`src/rtl/rx_ring_pkg.sv`:
```
// Shared constants and helpers for the receive ring manager.
package rx_ring_pkg;
    localparam int WORD_W  = 32;
    localparam int BYTE_W  = 8;
    localparam int LANES   = WORD_W / BYTE_W;
endpackage

```
`src/rtl/rx_word_packer.sv`:
```
// Packs received bytes little-endian into 32-bit words and counts frame bytes.
// Assumes frame_end is raised for one cycle after the last byte; a partial word
// is emitted in that cycle with zero upper lanes.
module rx_word_packer
    import rx_ring_pkg::*;
#(
    parameter int LEN_W = 12
) (
    input  logic              clk,
    input  logic              rst_n,
    input  logic              in_valid,
    input  logic [7:0]        in_byte,
    input  logic              frame_end,
    output logic              wr_req,
    output logic [WORD_W-1:0] wr_data,
    output logic [LEN_W-1:0]  frame_len
);
    logic [WORD_W-1:0] acc_q;
    logic [1:0]        lane_q;
    logic [LEN_W-1:0]  len_q;
    logic [2:0]        lane_sum;

    // Merge the incoming byte into its lane and decide whether a word leaves.
    always_comb begin
        wr_data = acc_q;
        if (in_valid) wr_data[{lane_q, 3'b000} +: BYTE_W] = in_byte;
        lane_sum  = {1'b0, lane_q} + {2'b00, in_valid};
        wr_req    = (lane_sum == 3'd4) || (frame_end && (lane_sum != 3'd0));
        frame_len = len_q + LEN_W'(in_valid);
    end

    // Hold the partial word, lane index and running byte count.
    always_ff @(posedge clk) begin
        if (!rst_n) begin
            acc_q  <= '0;
            lane_q <= '0;
            len_q  <= '0;
        end else begin
            if (wr_req || frame_end) begin
                acc_q  <= '0;
                lane_q <= '0;
            end else begin
                acc_q  <= wr_data;
                lane_q <= lane_sum[1:0];
            end
            len_q <= frame_end ? '0 : frame_len;
        end
    end


    lane_reset_chk: assert property (@(posedge clk) disable iff (!rst_n)
        frame_end |=> (lane_q == 2'd0) && (len_q == '0));
endmodule

```
`src/rtl/rx_len_fifo.sv`:
```
// Small synchronous FIFO of accepted frame lengths.
// Assumes push is never raised while full (the pointer unit guarantees it).
module rx_len_fifo #(
    parameter int LEN_W     = 12,
    parameter int FIFO_LOG2 = 2
) (
    input  logic             clk,
    input  logic             rst_n,
    input  logic             push,
    input  logic [LEN_W-1:0] push_len,
    input  logic             pop,
    output logic             head_valid,
    output logic [LEN_W-1:0] head_len,
    output logic             full
);
    localparam int DEPTH = 1 << FIFO_LOG2;

    logic [LEN_W-1:0]   slots [DEPTH];
    logic [FIFO_LOG2:0] wr_q, rd_q;
    logic               do_pop;

    // Derive flags from the extended pointers.
    always_comb begin
        head_valid = (wr_q != rd_q);
        full       = (wr_q[FIFO_LOG2-1:0] == rd_q[FIFO_LOG2-1:0]) &&
                     (wr_q[FIFO_LOG2] != rd_q[FIFO_LOG2]);
        head_len   = slots[rd_q[FIFO_LOG2-1:0]];
        do_pop     = pop && head_valid;
    end

    // Advance the pointers on push and pop.
    always_ff @(posedge clk) begin
        if (!rst_n) begin
            wr_q <= '0;
            rd_q <= '0;
        end else begin
            if (push)   wr_q <= wr_q + 1'b1;
            if (do_pop) rd_q <= rd_q + 1'b1;
        end
    end

    // Store pushed lengths.
    always_ff @(posedge clk) begin
        if (push) slots[wr_q[FIFO_LOG2-1:0]] <= push_len;
    end


    fifo_no_overflow_chk: assert property (@(posedge clk) disable iff (!rst_n)
        full |-> !push);

    head_stable_chk: assert property (@(posedge clk) disable iff (!rst_n)
        (head_valid && !pop) |=> head_valid && $stable(head_len));
endmodule

```
`src/rtl/rx_ring_ptrs.sv`:
```
// Keeps bottom, top and write pointers of the receive ring; accepts a frame by
// copying the write pointer to top and rejects it by copying top back.
// Assumes releases arrive oldest first with the queued byte lengths.
module rx_ring_ptrs #(
    parameter int ADDR_W = 4,
    parameter int LEN_W  = 12
) (
    input  logic              clk,
    input  logic              rst_n,
    input  logic              wr_req,
    input  logic              end_ok,
    input  logic              end_bad,
    input  logic              fifo_full,
    input  logic              rel_valid,
    input  logic [LEN_W-1:0]  rel_len,
    output logic              mem_we,
    output logic [ADDR_W-1:0] mem_waddr,
    output logic              accept
);
    logic [ADDR_W-1:0] bottom_q, top_q, wptr_q, wptr_adv;
    logic              doomed_q, ring_full, blocked;
    logic [LEN_W-1:0]  rel_words;

    // Decide writes, overflow and frame acceptance for this cycle.
    always_comb begin
        ring_full = ((wptr_q + 1'b1) == bottom_q);
        blocked   = wr_req && (doomed_q || ring_full);
        mem_we    = wr_req && !doomed_q && !ring_full;
        mem_waddr = wptr_q;
        wptr_adv  = mem_we ? wptr_q + 1'b1 : wptr_q;
        accept    = end_ok && !end_bad && !doomed_q && !blocked && !fifo_full;
        rel_words = (rel_len + LEN_W'(3)) >> 2;
    end

    // Update the write pointer, top and the overflow mark.
    always_ff @(posedge clk) begin
        if (!rst_n) begin
            top_q    <= '0;
            wptr_q   <= '0;
            doomed_q <= 1'b0;
        end else if (accept) begin
            top_q    <= wptr_adv;
            wptr_q   <= wptr_adv;
            doomed_q <= 1'b0;
        end else if (end_ok || end_bad) begin
            wptr_q   <= top_q;
            doomed_q <= 1'b0;
        end else begin
            wptr_q   <= wptr_adv;
            doomed_q <= doomed_q || blocked;
        end
    end

    // Advance bottom by the released word count.
    always_ff @(posedge clk) begin
        if (!rst_n)         bottom_q <= '0;
        else if (rel_valid) bottom_q <= bottom_q + rel_words[ADDR_W-1:0];
    end


    doomed_no_write_chk: assert property (@(posedge clk) disable iff (!rst_n)
        doomed_q |-> !mem_we);

    reject_rollback_chk: assert property (@(posedge clk) disable iff (!rst_n)
        (end_bad && !end_ok) |=> (wptr_q == top_q));

    region_order_chk: assert property (@(posedge clk) disable iff (!rst_n)
        (ADDR_W'(wptr_q - bottom_q) >= ADDR_W'(top_q - bottom_q)));

    accept_clears_chk: assert property (@(posedge clk) disable iff (!rst_n)
        accept |=> !doomed_q && (wptr_q == top_q));
endmodule

```
`src/rtl/rx_ring_mgr.sv`:
```
// Top of the receive ring manager: packer, pointer unit and length queue.
// Assumes frame_ok/frame_bad are single-cycle pulses in cycles without a byte.
module rx_ring_mgr
    import rx_ring_pkg::*;
#(
    parameter int ADDR_W    = 4,
    parameter int LEN_W     = 12,
    parameter int FIFO_LOG2 = 2
) (
    input  logic              clk,
    input  logic              rst_n,
    input  logic              in_valid,
    input  logic [7:0]        in_byte,
    input  logic              frame_ok,
    input  logic              frame_bad,
    output logic              mem_we,
    output logic [ADDR_W-1:0] mem_waddr,
    output logic [31:0]       mem_wdata,
    output logic              len_valid,
    output logic [LEN_W-1:0]  len_data,
    input  logic              len_pop,
    input  logic              rel_valid,
    input  logic [LEN_W-1:0]  rel_len
);
    logic             wr_req, accept, fifo_full, frame_end;
    logic [LEN_W-1:0] frame_len;

    assign frame_end = frame_ok || frame_bad;

    rx_word_packer #(.LEN_W(LEN_W)) u_pack (
        .clk(clk), .rst_n(rst_n), .in_valid(in_valid), .in_byte(in_byte),
        .frame_end(frame_end), .wr_req(wr_req), .wr_data(mem_wdata),
        .frame_len(frame_len)
    );

    rx_ring_ptrs #(.ADDR_W(ADDR_W), .LEN_W(LEN_W)) u_ptrs (
        .clk(clk), .rst_n(rst_n), .wr_req(wr_req), .end_ok(frame_ok),
        .end_bad(frame_bad), .fifo_full(fifo_full), .rel_valid(rel_valid),
        .rel_len(rel_len), .mem_we(mem_we), .mem_waddr(mem_waddr),
        .accept(accept)
    );

    rx_len_fifo #(.LEN_W(LEN_W), .FIFO_LOG2(FIFO_LOG2)) u_fifo (
        .clk(clk), .rst_n(rst_n), .push(accept), .push_len(frame_len),
        .pop(len_pop), .head_valid(len_valid), .head_len(len_data),
        .full(fifo_full)
    );


    reset_idle_chk: assert property (@(posedge clk)
        !rst_n |=> !len_valid);
endmodule

```
`config.mk`:
```
export PLATFORM = sky130hd
export DESIGN_NAME = rx_ring_mgr
export DESIGN_NICKNAME = d
export VERILOG_FILES = /design/src/rtl/rx_ring_pkg.sv /design/src/rtl/rx_word_packer.sv /design/src/rtl/rx_len_fifo.sv /design/src/rtl/rx_ring_ptrs.sv /design/src/rtl/rx_ring_mgr.sv
export SDC_FILE = /design/constraint.sdc
export NUM_CORES = 1
export LEC_CHECK = 0
export BUFFER_PORTS_ARGS = -buffer_cell sky130_fd_sc_hd__buf_2
export CORE_ASPECT_RATIO = 0.6
export CORE_MARGIN = 2
export CORE_UTILIZATION = 60
export DETAILED_ROUTE_END_ITERATION = 10
export PLACE_DENSITY = 0.89
export SYNTH_ARGS = -nofsm -noshare
export SYNTH_HDL_FRONTEND = slang
export SYNTH_SLANG_ARGS = --single-unit
```
`constraint.sdc`:
```
create_clock -name clk -period 6.8 [get_ports clk]
set_input_delay 0.68 -clock clk [delete_from_list [all_inputs] [get_ports clk]]
set_output_delay 0.68 -clock clk [all_outputs]
set_load 0.01 [all_outputs]
```
==> summary.txt, run 1 <==
Placed design
  – DP Worst Slack: 3.46 ns
  – Number of buffers added on ports: 70
  – Hpwl dp: 6910 um
  – GP Congestion: 0.832
  – Placed inst area: 0.00533 mm2

Layout
  – Fill cells: 486
  – Multi-input logic area: 0.00203 mm2
  – Share of layout cells above drive strength 1: 25.3%
  – # diodes: 0
  – NumNets Final: 500
  – Finished Cell Area: 0.00587 mm2
  – Area Overhead vs Synth: 20.3%
  – Storage element area: 0.00278 mm2

Synthesis
  – EDFF count, synth: 48
  – Share of Yosys cell area claimed by the top area cell type: 29.6%
  – Post-Syn Nets: 419
  – Post-synth top area cell: edfxtp_1
  – Synth area leaders: edfxtp_1, dfxtp_1, nor2b_1, a22o_1, mux4_2
  – Post-synthesis instance area: 0.00488 mm2
  – Post-synth top cells: dfxtp_1, edfxtp_1, nor2b_1
  – Sequential area share after synthesis: 57.1%
  – Mapped Cells: 373
  – Syn Area/Cell: 13.1 um2
  – Most used flip-flop cell after synthesis: dfxtp_1
  – Async set or reset register ratio after synthesis: 0%
  – Synth warnings: 0
  – Top-count cell post-synth: dfxtp_1
  – Seq cells post-synth: 115
  – Yosys cell types: 48

Routing
  – Initial DRC count: 228
  – WL per Instance: 18.7 um
  – Detailed Route WL: 10800 um
  – Post-DRT Antenna Nets: 0
  – Via count: 3393
  – Via/cell ratio: 5.90
  – DRC: 0
  – DRT Pass-1 Iters: 5

STA
  – Fmax: 0.299 GHz
  – Relative slew slack: 43.7%
  – Final setup margin: 3.46 ns
  – Minimum clock period: 3.34 ns
  – Slew of the pin with the lowest slew margin: 0.843 ns
  – Final Skew: 0.00839 ns
  – Tcrit/Tclk final: 49.1%
  – Max Slew Vio Count: 0
  – Unrepaired setup endpoints after global routing: false
  – Final Hold Viols: 0
  – Final setup fails: 0
  – Final TNS setup: 0 ns

Clock tree
  – CTS Sinks: 115
  – Post-CTS Setup Bufs: 0
  – CTS buffer count: 17
  – Hold_buf cts: 0
  – Number of H-tree levels: 4
  – CTS root buf: clkbuf_16
  – Clk_lat worst skew: 0.41 ns
  – CTS tree: yes
  – Post-CTS Resized: 0
  – Reg clk slew, reported paths: 0.06 ns
  – CTS Buffer Depth: 2

Floorplan
  – Die ar.: 0.00889 mm2
  – Initial core utilization: 61.9%
  – IO Pins: 77
  – Die height: 73.8 um
  – Core region area: 0.00788 mm2
  – FP Rows: 25
  – Die X-Extent: 120 um

Power and ir drop
  – Total Power: 0.00176 W
  – Pwr Density: 300 mW/mm2
  – Static leakage: 2.38 nW
  – Maximum vdd drop: 0.000190 V

Worst setup path
  – Crit path DAT: 2.66 ns
  – Delay of the slowest cell on the worst path: 0.72 ns
  – Setup CP Type: flop to output port
  – Critical path fanouts, max: 8
  – Worst path required time: 6.12 ns
  – Crit-path cells: inv_1, ha_1, nor4b_2, a22o_1, buf_2
  – Slowest CP cell: nor4b_2
  – CP endpoint kind: output port
  – CP Launch Type: flop

Global route
  – Congestion Overflow GR: 0
  – Global-route wire length before repair: 16900 um
  – Initial antenna violation count: 0
  – Largest net degree at the start of global routing: 33
  – Vias in the first global route: 3298
  – Total track usage: 25.8%

Job
  – Max-cap violations: 0

Hold path
  – Hold WC Path Type: flop to flop

Status
  – Status: complete, no violations
## per-layer routing
layer / global-route usage (%) / vias to the layer above / wire, um
met5: 0 / - / 0
met2: 41.3 / 145 / 4950
met1: 33.2 / 1665 / 4810
met3: 7.92 / 27 / 755
li1: - / 1556 / -
met4: 11.0 / 0 / 239
## placed cells by master (no fill, tap or decap), drive strengths merged, types with 8 or more instances in the layout
cell,netlist,final
ha,18,18
a22o,32,32
clkbuf,8,22
xnor2,19,19
xor2,9,9
edfxtp,48,48
nand3,9,9
a21oi,8,8
buf,2,72
mux4,12,12
dfxtp,67,67
nor2b,46,46
nand2,17,17
## power by group
| group | internal [W] | switching (W) |
|---|---|---|
| clock network | 0.000488 | 0.000304 |
| logic | 0.0000970 | 0.000104 |
| registers | 0.000738 | 0.0000281 |
## cell families (layout without fill, tap and decap cells)
kind of cell	after synthesis	after routing	synth area share (%)
AND/OR/NAND/NOR	109	109	13.6
multiplexers	19	19	6.98
flip-flops	115	115	57.1
buffers and inverters	16	110	1.41
AO/OA/AOI/OAI	66	66	10.4
adder cells (fa/ha/maj)	19	19	5.03
XOR/XNOR	29	29	5.52
## final timing paths
path	slack [ns]	startpoint	depth (start not counted)	end
max	3.46	u_pack.lane_q[0]	5	mem_wdata[8]
min	0.48	u_ptrs.top_q[3]	2	u_ptrs.mem_waddr[3]
max reg2reg	3.87	u_pack.lane_q[0]	6	u_fifo.slots[1][7]
min reg2reg	0.48	u_ptrs.top_q[3]	2	u_ptrs.mem_waddr[3]
## sequential cells by signal, indices dropped and copies added, names as in the netlist, named ones only
name              count
u_ptrs.doomed_q       1
u_ptrs.mem_waddr      4
u_fifo.rd_q           3
u_fifo.wr_q           3
u_pack.acc_q         32
u_pack.lane_q         2
u_ptrs.top_q          4
u_pack.len_q         12
u_ptrs.bottom_q       4
u_fifo.slots         48
## metrics by stage
stage / utilization (%) / instances / hold slack [ns]
after floorplan: - / 373 / 0.442
after global placement: 67.6 / 543 / 0.448
after detailed placement: 67.6 / 543 / 0.473
after CTS: 74.4 / 575 / 0.480
after global routing: 74.4 / 575 / 0.504
final: 74.4 / 575 / 0.477
## cell type report
class,instances,area share [%]
tap,108,2.30
inverter,6,0.384
multi-input combinational,242,34.5
clock buffer,22,8.08
sequential,115,47.4
clock inverter,10,1.02
timing repair buffer,72,6.23
## worst max-delay path: cells and delay by family (launching register included)
family                   cells  cell delay, ns
AND/OR/NAND/NOR              1            0.72
flip-flops                   1            0.46
adder cells (fa/ha/maj)      1            0.43
buffers and inverters        2            0.33
AO/OA/AOI/OAI                1            0.30
(Power assumes the default switching activity.)
==> run 2, diff against run 1 <==
--- a/config.mk
+++ b/config.mk
@@ -8,9 +8,9 @@
 export BUFFER_PORTS_ARGS = -buffer_cell sky130_fd_sc_hd__buf_2
 export CORE_ASPECT_RATIO = 0.6
 export CORE_MARGIN = 2
-export CORE_UTILIZATION = 60
+export CORE_UTILIZATION = 56
 export DETAILED_ROUTE_END_ITERATION = 10
-export PLACE_DENSITY = 0.89
+export PLACE_DENSITY = 0.84
 export SYNTH_ARGS = -nofsm -noshare
 export SYNTH_HDL_FRONTEND = slang
 export SYNTH_SLANG_ARGS = --single-unit
==> constraint.sdc (replaced) <==
create_clock -name clk -period 3.37 [get_ports clk]
set_input_delay 0.337 -clock clk [delete_from_list [all_inputs] [get_ports clk]]
set_output_delay 0.337 -clock clk [all_outputs]
set_load 0.01 [all_outputs]
==> run 2 against run 1 <==
- sequential share of layout area decreased by 1.3 points
- via count down 2.2%
- combinational power is 100% higher
- power grew 120%
- critical path depth grew 1
- clock power up 150%
- sequential cell count stayed put
- setup slack got worse by 3.2 ns
- wire length is 2.7% lower
- largest power group unchanged
- highest routed layer unchanged
==> summary.txt, run 2 (synthesized netlist as in run 1, its figures left out) <==
Layout
  – Most common cell after layout, fill and taps aside: buf_2
  – Commonest non-fill, non-tap cells in the layout: buf_2, dfxtp_1, edfxtp_1, nor2b_1, a22o_1
  – # diodes: 0 (unchanged)
  – Max reg flops: 48 (unchanged)
  – Share of layout cells above drive strength 1: 26.5% (+1.3 points)
  – Final non-filler cell total: 583 (+1.4%)
  – NumNets Final: 504 (+0.80%)
  – Area Overhead vs Synth: 23.6%
  – Finished Cell Area: 0.00603 mm2 (+2.8%)
  – Core Util, Final: 71.0% (-3.4 points)
  – Fill cells: 585 (+20%)

STA
  – Final TNS setup: 0 ns (unchanged)
  – Minimum clock period: 3.07 ns
  – Fmax: 0.325 GHz
  – Final Skew: 0.00910 ns (+0.000708 ns)
  – Tcrit/Tclk final: 91.2%
  – Max Slew Vio Count: 0 (unchanged)
  – Slew of the pin with the lowest slew margin: 0.971 ns (+0.128 ns)
  – Relative slew slack: 35.1% (-8.6 points)
  – Unrepaired setup endpoints after global routing: false
  – Final Hold Viols: 0 (unchanged)
  – Final setup fails: 0 (unchanged)
  – Min Hold Slack: 0.262 ns (-0.215 ns)

Hold path
  – Worst hold path depth: 3 (+1)
  – Hold WC Path Type: primary input to flop
  – Worst hold start: len_pop

Placed design
  – Number of buffers added on ports: 70 (unchanged)
  – GP Congestion: 0.768 (-7.6%)
  – Placed inst area: 0.00537 mm2 (+0.66%)
  – Hpwl dp: 6860 um (-0.70%)
  – Post-Place Cells: 551 (+1.5%)

Floorplan
  – Die X-Extent: 124 um (+3.4%)
  – IO Pins: 77 (unchanged)
  – Die height: 76.3 um (+3.3%)
  – Die ar.: 0.00950 mm2 (+6.8%)
  – Core region area: 0.00849 mm2 (+7.7%)
  – FP Rows: 26 (+4.0%)
  – Initial core utilization: 57.4% (-4.4 points)

Clock tree
  – Hold_buf cts: 0 (unchanged)
  – CTS buffer count: 17 (unchanged)
  – Reg clk slew, reported paths: 0.05 ns (about the same)
  – Number of H-tree levels: 4 (unchanged)
  – Clk_lat worst skew: 0.41 ns (about the same)
  – CTS Sinks: 115 (unchanged)
  – CTS tree: yes
  – Post-CTS Resized: 0 (unchanged)
  – CTS Buffer Depth: 2 (unchanged)
  – Post-CTS Setup Bufs: 0 (unchanged)
  – CTS root buf: clkbuf_16

Routing
  – WL per Instance: 18.0 um (-4.0%)
  – Initial DRC count: 284 (+25%)
  – Post-DRT Antenna Nets: 0 (unchanged)
  – Via/cell ratio: 5.69 (-3.6%)
  – DRT Pass-1 Iters: 4 (-1)
  – Detailed Route WL: 10500 um (-2.7%)
  – DRC: 0 (unchanged)
  – Via count: 3317 (-2.2%)

Global route
  – Initial antenna violation count: 0 (unchanged)
  – Congestion Overflow GR: 0 (unchanged)
  – Vias in the first global route: 3326 (+0.85%)
  – Largest net degree at the start of global routing: 33 (unchanged)
  – M2 GR Usage: 36.8% (-4.5 points)
  – Global-route wire length before repair: 17000 um (+0.78%)
  – Total track usage: 23.2% (-2.7 points)
  – Gr busiest metal: met2
  – Met1 GRT Util: 30.5% (-2.7 points)
  – Met3 usage: 8.22% (+0.30 points)

Worst setup path
  – Critical path fanouts, max: 9 (+1)
  – RR Endpoint: u_fifo.slots[1][4]
  – Flop2flop setup slack: 0.56 ns (-3.31 ns)
  – RR Startpoint: u_pack.lane_q[0]
  – CP Launch Type: flop
  – Crit path DAT: 2.74 ns (+0.08 ns)
  – CP endpoint kind: output port
  – Setup CP Type: flop to output port
  – Worst reg2reg path depth: 7 (+1)
  – Worst path required time: 3.03 ns (-3.09 ns)

Power and ir drop
  – Pwr Density: 649 mW/mm2 (+120%)
  – Switching portion of total power: 22.2% (-2.6 points)
  – Comb pwr share: 10.4% (-1.0 points)
  – Static leakage: 2.47 nW (+3.8%)
  – Maximum vdd drop: 0.000473 V (+150%)
  – Clock power frac: 50.0% (+4.9 points)
  – Internal Pwr Total: 0.00304 W (+130%)
  – NetSw: 0.000870 W (+99%)
  – Share of power burned in registers: 39.5% (-4.0 points)

Status
  – Status: complete, no violations

Job
  – Max-cap violations: 0 (unchanged)
## run 2: cell types whose count changed in the layout (fill, tap and decap cells not counted)
cell	delta
buf_4	+4
clkinv_1	-4
bufinv_16	+3
clkbuf_16	+3
clkinv_4	-2
clkinvlp_4	-2
clkbuf_1	+1
inv_4	+1
## run 2: area by class of cell
cell class              count  area, um2  area share [%]
flip-flops and latches    115       2780            46.2
multi-input cells         242       2030            33.6
clock buffers              26        553            9.17
repair buffers             76        395            6.56
well taps                 112        140            2.32
clock inverters             6        109            1.81
inverters                   6       22.5           0.374
## run 2: power groups by stage
stage               Sequential, W  Combinational [W]  Clock [W]
floorplan                 0.00155           0.000296          0
global placement          0.00157           0.000387          0
detailed placement        0.00158           0.000403          0
CTS                       0.00155           0.000409    0.00198
global route              0.00155           0.000449    0.00204
finish                    0.00155           0.000408    0.00196
## run 2: routing by layer
metal	routed length (um)	vias up
met4	107	0
li1	-	1563
met1	4840	1644
met2	4920	97
met3	596	13
met5	0	-
## run 2: worst max-delay path by stage
stage | from | end | slack, ns
after floorplan | u_ptrs.mem_waddr[0] | u_fifo.slots[0][0] | 0.89
after global placement | in_valid | u_fifo.slots[1][8] | 0.59
after detailed placement | in_valid | u_fifo.slots[1][8] | 0.51
after CTS | u_pack.lane_q[0] | mem_wdata[21] | 0.36
after global routing | u_pack.lane_q[0] | mem_we | 0.21
final | u_pack.lane_q[0] | mem_wdata[21] | 0.30
## run 2: through the flow
step	worst slack, ns	power, W
3_5_place_dp	0.507	0.00198
3_3_place_gp	0.593	0.00196
6_report	0.297	0.00391
4_1_cts	0.360	0.00393
2_1_floorplan	0.885	0.00184
5_1_grt	0.208	0.00404
## run 2: worst max-delay path, cell delays in order, from the launching register on
cell and delay, ns:
dfxtp_1 0.39, inv_1 0.20, ha_1 0.17, nand2_1 0.25, nor4b_2 0.89, a22o_1 0.27, buf_2 0.14
==> run 3, diff against run 2 <==
--- a/config.mk
+++ b/config.mk
@@ -5,12 +5,15 @@
 export SDC_FILE = /design/constraint.sdc
 export NUM_CORES = 1
 export LEC_CHECK = 0
+export ABC_AREA = 1
 export BUFFER_PORTS_ARGS = -buffer_cell sky130_fd_sc_hd__buf_2
 export CORE_ASPECT_RATIO = 0.6
 export CORE_MARGIN = 2
-export CORE_UTILIZATION = 56
+export CORE_UTILIZATION = 57
+export CTS_CLUSTER_DIAMETER = 120
 export DETAILED_ROUTE_END_ITERATION = 10
-export PLACE_DENSITY = 0.84
+export GPL_ROUTABILITY_DRIVEN = 0
+export PLACE_DENSITY = 0.85
 export SYNTH_ARGS = -nofsm -noshare
 export SYNTH_HDL_FRONTEND = slang
 export SYNTH_SLANG_ARGS = --single-unit
==> run 3 against run 2 <==
- non-clock buffer count did not move
- fmax rose by 9.1%
- sequential share of layout area fell by 1.0 points
- sequential power barely moved
- cell count rose by 37%
- synthesized cell count rose by 59%
- critical path depth rose by 1
- register-to-register slack improved by 0.56 ns
- critical path type unchanged
- critical endpoint unchanged
- largest cell class unchanged
==> summary.txt, run 3 <==
Hold path
  – Hold WC Path Type: primary input to flop
  – Worst hold path depth: 3 (unchanged)

Clock tree
  – CTS Buffer Depth: 2 (unchanged)
  – Reg clk slew, reported paths: 0.05 ns (about the same)
  – CTS buffer count: 17 (unchanged)
  – CTS tree: yes
  – Post-CTS Setup Bufs: 0 (unchanged)
  – CTS Sinks: 115 (unchanged)
  – Clk_lat worst skew: 0.41 ns (about the same)
  – Post-CTS Resized: 0 (unchanged)
  – Number of H-tree levels: 4 (unchanged)
  – CTS root buf: clkbuf_16
  – Hold_buf cts: 0 (unchanged)

Status
  – Status: complete, no violations

Placed design
  – Number of buffers added on ports: 70 (unchanged)
  – Post-Place Cells: 768 (+39%)
  – Placed inst area: 0.00561 mm2 (+4.6%)
  – Hpwl dp: 8100 um (+18%)
  – DP Worst Slack: 1.05 ns (+0.544 ns)

Global route
  – Vias in the first global route: 4181 (+26%)
  – Total track usage: 25.6% (+2.4 points)
  – Initial antenna violation count: 0 (unchanged)
  – Congestion Overflow GR: 0 (unchanged)
  – Global-route wire length before repair: 19800 um (+16%)
  – Largest net degree at the start of global routing: 35 (+6.1%)

Synthesis
  – Post-synthesis instance area: 0.00514 mm2 (+5.3%)
  – Share of Yosys cell area claimed by the top area cell type: 28.1% (-1.5 points)
  – Top-count cell post-synth: nand2_1
  – Synth area leaders: edfxtp_1, dfxtp_1, nand2_1, inv_1, nor2_1
  – Syn Area/Cell: 8.66 um2 (-34%)
  – Synth warnings: 0 (unchanged)
  – Sequential area share after synthesis: 54.2% (-2.9 points)
  – Post-synth top cells: nand2_1, inv_1, nor2_1
  – Most used flip-flop cell after synthesis: dfxtp_1
  – Async set or reset register ratio after synthesis: 0% (unchanged)
  – Post-Syn Nets: 639 (+53%)
  – Post-synth top area cell: edfxtp_1
  – Seq cells post-synth: 115 (unchanged)
  – EDFF count, synth: 48 (unchanged)
  – Mapped Cells: 593 (+59%)
  – Yosys cell types: 32 (-33%)

Floorplan
  – FP Rows: 26 (unchanged)
  – Initial core utilization: 59.6% (+2.2 points)
  – Die height: 77.5 um (+1.6%)
  – Die ar.: 0.00981 mm2 (+3.3%)
  – IO Pins: 77 (unchanged)
  – Die X-Extent: 127 um (+1.7%)
  – Core region area: 0.00862 mm2 (+1.5%)

Power and ir drop
  – Static leakage: 2.84 nW (+15%)
  – Comb pwr share: 12.5% (+2.1 points)
  – Internal Pwr Total: 0.00272 W (-10%)
  – Clock power frac: 45.8% (-4.2 points)
  – Maximum vdd drop: 0.000369 V (-22%)
  – NetSw: 0.000926 W (+6.5%)
  – Pwr Density: 592 mW/mm2 (-8.7%)
  – Share of power burned in registers: 41.7% (+2.2 points)
  – Switching portion of total power: 25.4% (+3.1 points)

Layout
  – Share of layout cells above drive strength 1: 16.9% (-9.7 points)
  – Finished Cell Area: 0.00617 mm2 (+2.3%)
  – NumNets Final: 721 (+43%)
  – Core Util, Final: 71.5% (+0.52 points)
  – # diodes: 0 (unchanged)
  – Final non-filler cell total: 800 (+37%)
  – Commonest non-fill, non-tap cells in the layout: nand2_1, inv_1, nor2_1, buf_2, dfxtp_1
  – Most common cell after layout, fill and taps aside: nand2_1
  – Area Overhead vs Synth: 20.0%
  – Max reg flops: 48 (unchanged)

STA
  – Minimum clock period: 2.82 ns (-0.257 ns)
  – Final setup margin: 0.554 ns (+0.257 ns)
  – Relative slew slack: 53.6% (+19 points)
  – Final TNS setup: 0 ns (unchanged)
  – Unrepaired setup endpoints after global routing: false
  – Final Hold Viols: 0 (unchanged)
  – Final Skew: 0.00672 ns (-0.00237 ns)
  – Slew of the pin with the lowest slew margin: 0.690 ns (-0.281 ns)
  – Max Slew Vio Count: 0 (unchanged)
  – Final setup fails: 0 (unchanged)
  – Tcrit/Tclk final: 83.6% (-7.6 points)
  – Fmax: 0.355 GHz (+9.1%)

Routing
  – M1 wire length: 5210 um (+7.6%)
  – Routed wl met2: 5660 um (+15%)
  – Detailed Route WL: 11900 um (+14%)
  – Initial DRC count: 398 (+40%)
  – DRT Pass-1 Iters: 5 (+1)
  – DRC: 0 (unchanged)
  – Via count: 4365 (+32%)
  – Uppermost routed layer: met4
  – Post-DRT Antenna Nets: 0 (unchanged)
  – WL per Instance: 14.9 um (-17%)
  – Met3 routed WL: 785 um (+32%)
  – Via/cell ratio: 5.46 (-4.1%)

Worst setup path
  – Critical path fanouts, max: 12 (+3)
  – Setup CP Type: flop to output port
  – CP endpoint kind: output port
  – Crit path DAT: 2.48 ns (-0.26 ns)
  – CP Launch Type: flop
  – Worst reg2reg path depth: 8 (+1)
  – Worst path required time: 3.03 ns (about the same)

Job
  – Max-cap violations: 0 (unchanged)
## run 3: final timing paths
check | startpoint | end | slack [ns]
worst min register to register | u_pack.acc_q[25] | u_pack.acc_q[25] | 0.47
worst max-delay path | u_pack.lane_q[0] | mem_wdata[21] | 0.55
worst max register to register | u_pack.lane_q[0] | u_fifo.slots[2][10] | 1.12
worst min-delay path | rel_valid | u_ptrs.bottom_q[1] | 0.24
## run 3: area by class of cell
type / count / area, um2
inverters: 89 / 334
clock buffers: 20 / 437
clock inverters: 12 / 116
fillers: 614 / 2450
multi-input cells: 376 / 1960
well taps: 112 / 140
repair buffers: 76 / 395
flip-flops and latches: 115 / 2780
## run 3: cells by family (layout without fill, tap and decap cells)
logic type	count (synthesis)	after routing	synth area share [%]
adder cells (fa/ha/maj)	19	19	4.77
buffers and inverters	102	197	7.67
flip-flops	115	115	54.2
XOR/XNOR	12	12	2.05
AO/OA/AOI/OAI	98	98	10.7
AND/OR/NAND/NOR	247	247	20.7
## run 3: worst max-delay path, cell delays in order (launching register included)
cell and delay, ns:
dfxtp_1 0.47, inv_2 0.17, ha_1 0.32, inv_1 0.08, nor3_1 0.58, nand3_1 0.22, nand2_1 0.10, buf_2 0.13
## run 3: per-layer routing
metal	vias up	global-route usage, %
li1	2109	-
met1	2050	32.7
met2	174	42.0
met3	32	6.21
met4	0	10.5
met5	-	0
## run 3: power groups by stage
stage / registers (W) / clock network, W / logic [W]
6_report: 0.00152 / 0.00167 / 0.000455
3_3_place_gp: 0.00155 / 0 / 0.000428
3_5_place_dp: 0.00155 / 0 / 0.000446
4_1_cts: 0.00152 / 0.00169 / 0.000451
2_1_floorplan: 0.00154 / 0 / 0.000302
5_1_grt: 0.00153 / 0.00175 / 0.000508
## run 3: through the flow
stage               hold WS (ns)  power (W)
floorplan                  0.444    0.00184
global route               0.250    0.00379
finish                     0.237    0.00365
detailed placement         0.461    0.00200
global placement           0.457    0.00197
CTS                        0.219    0.00367
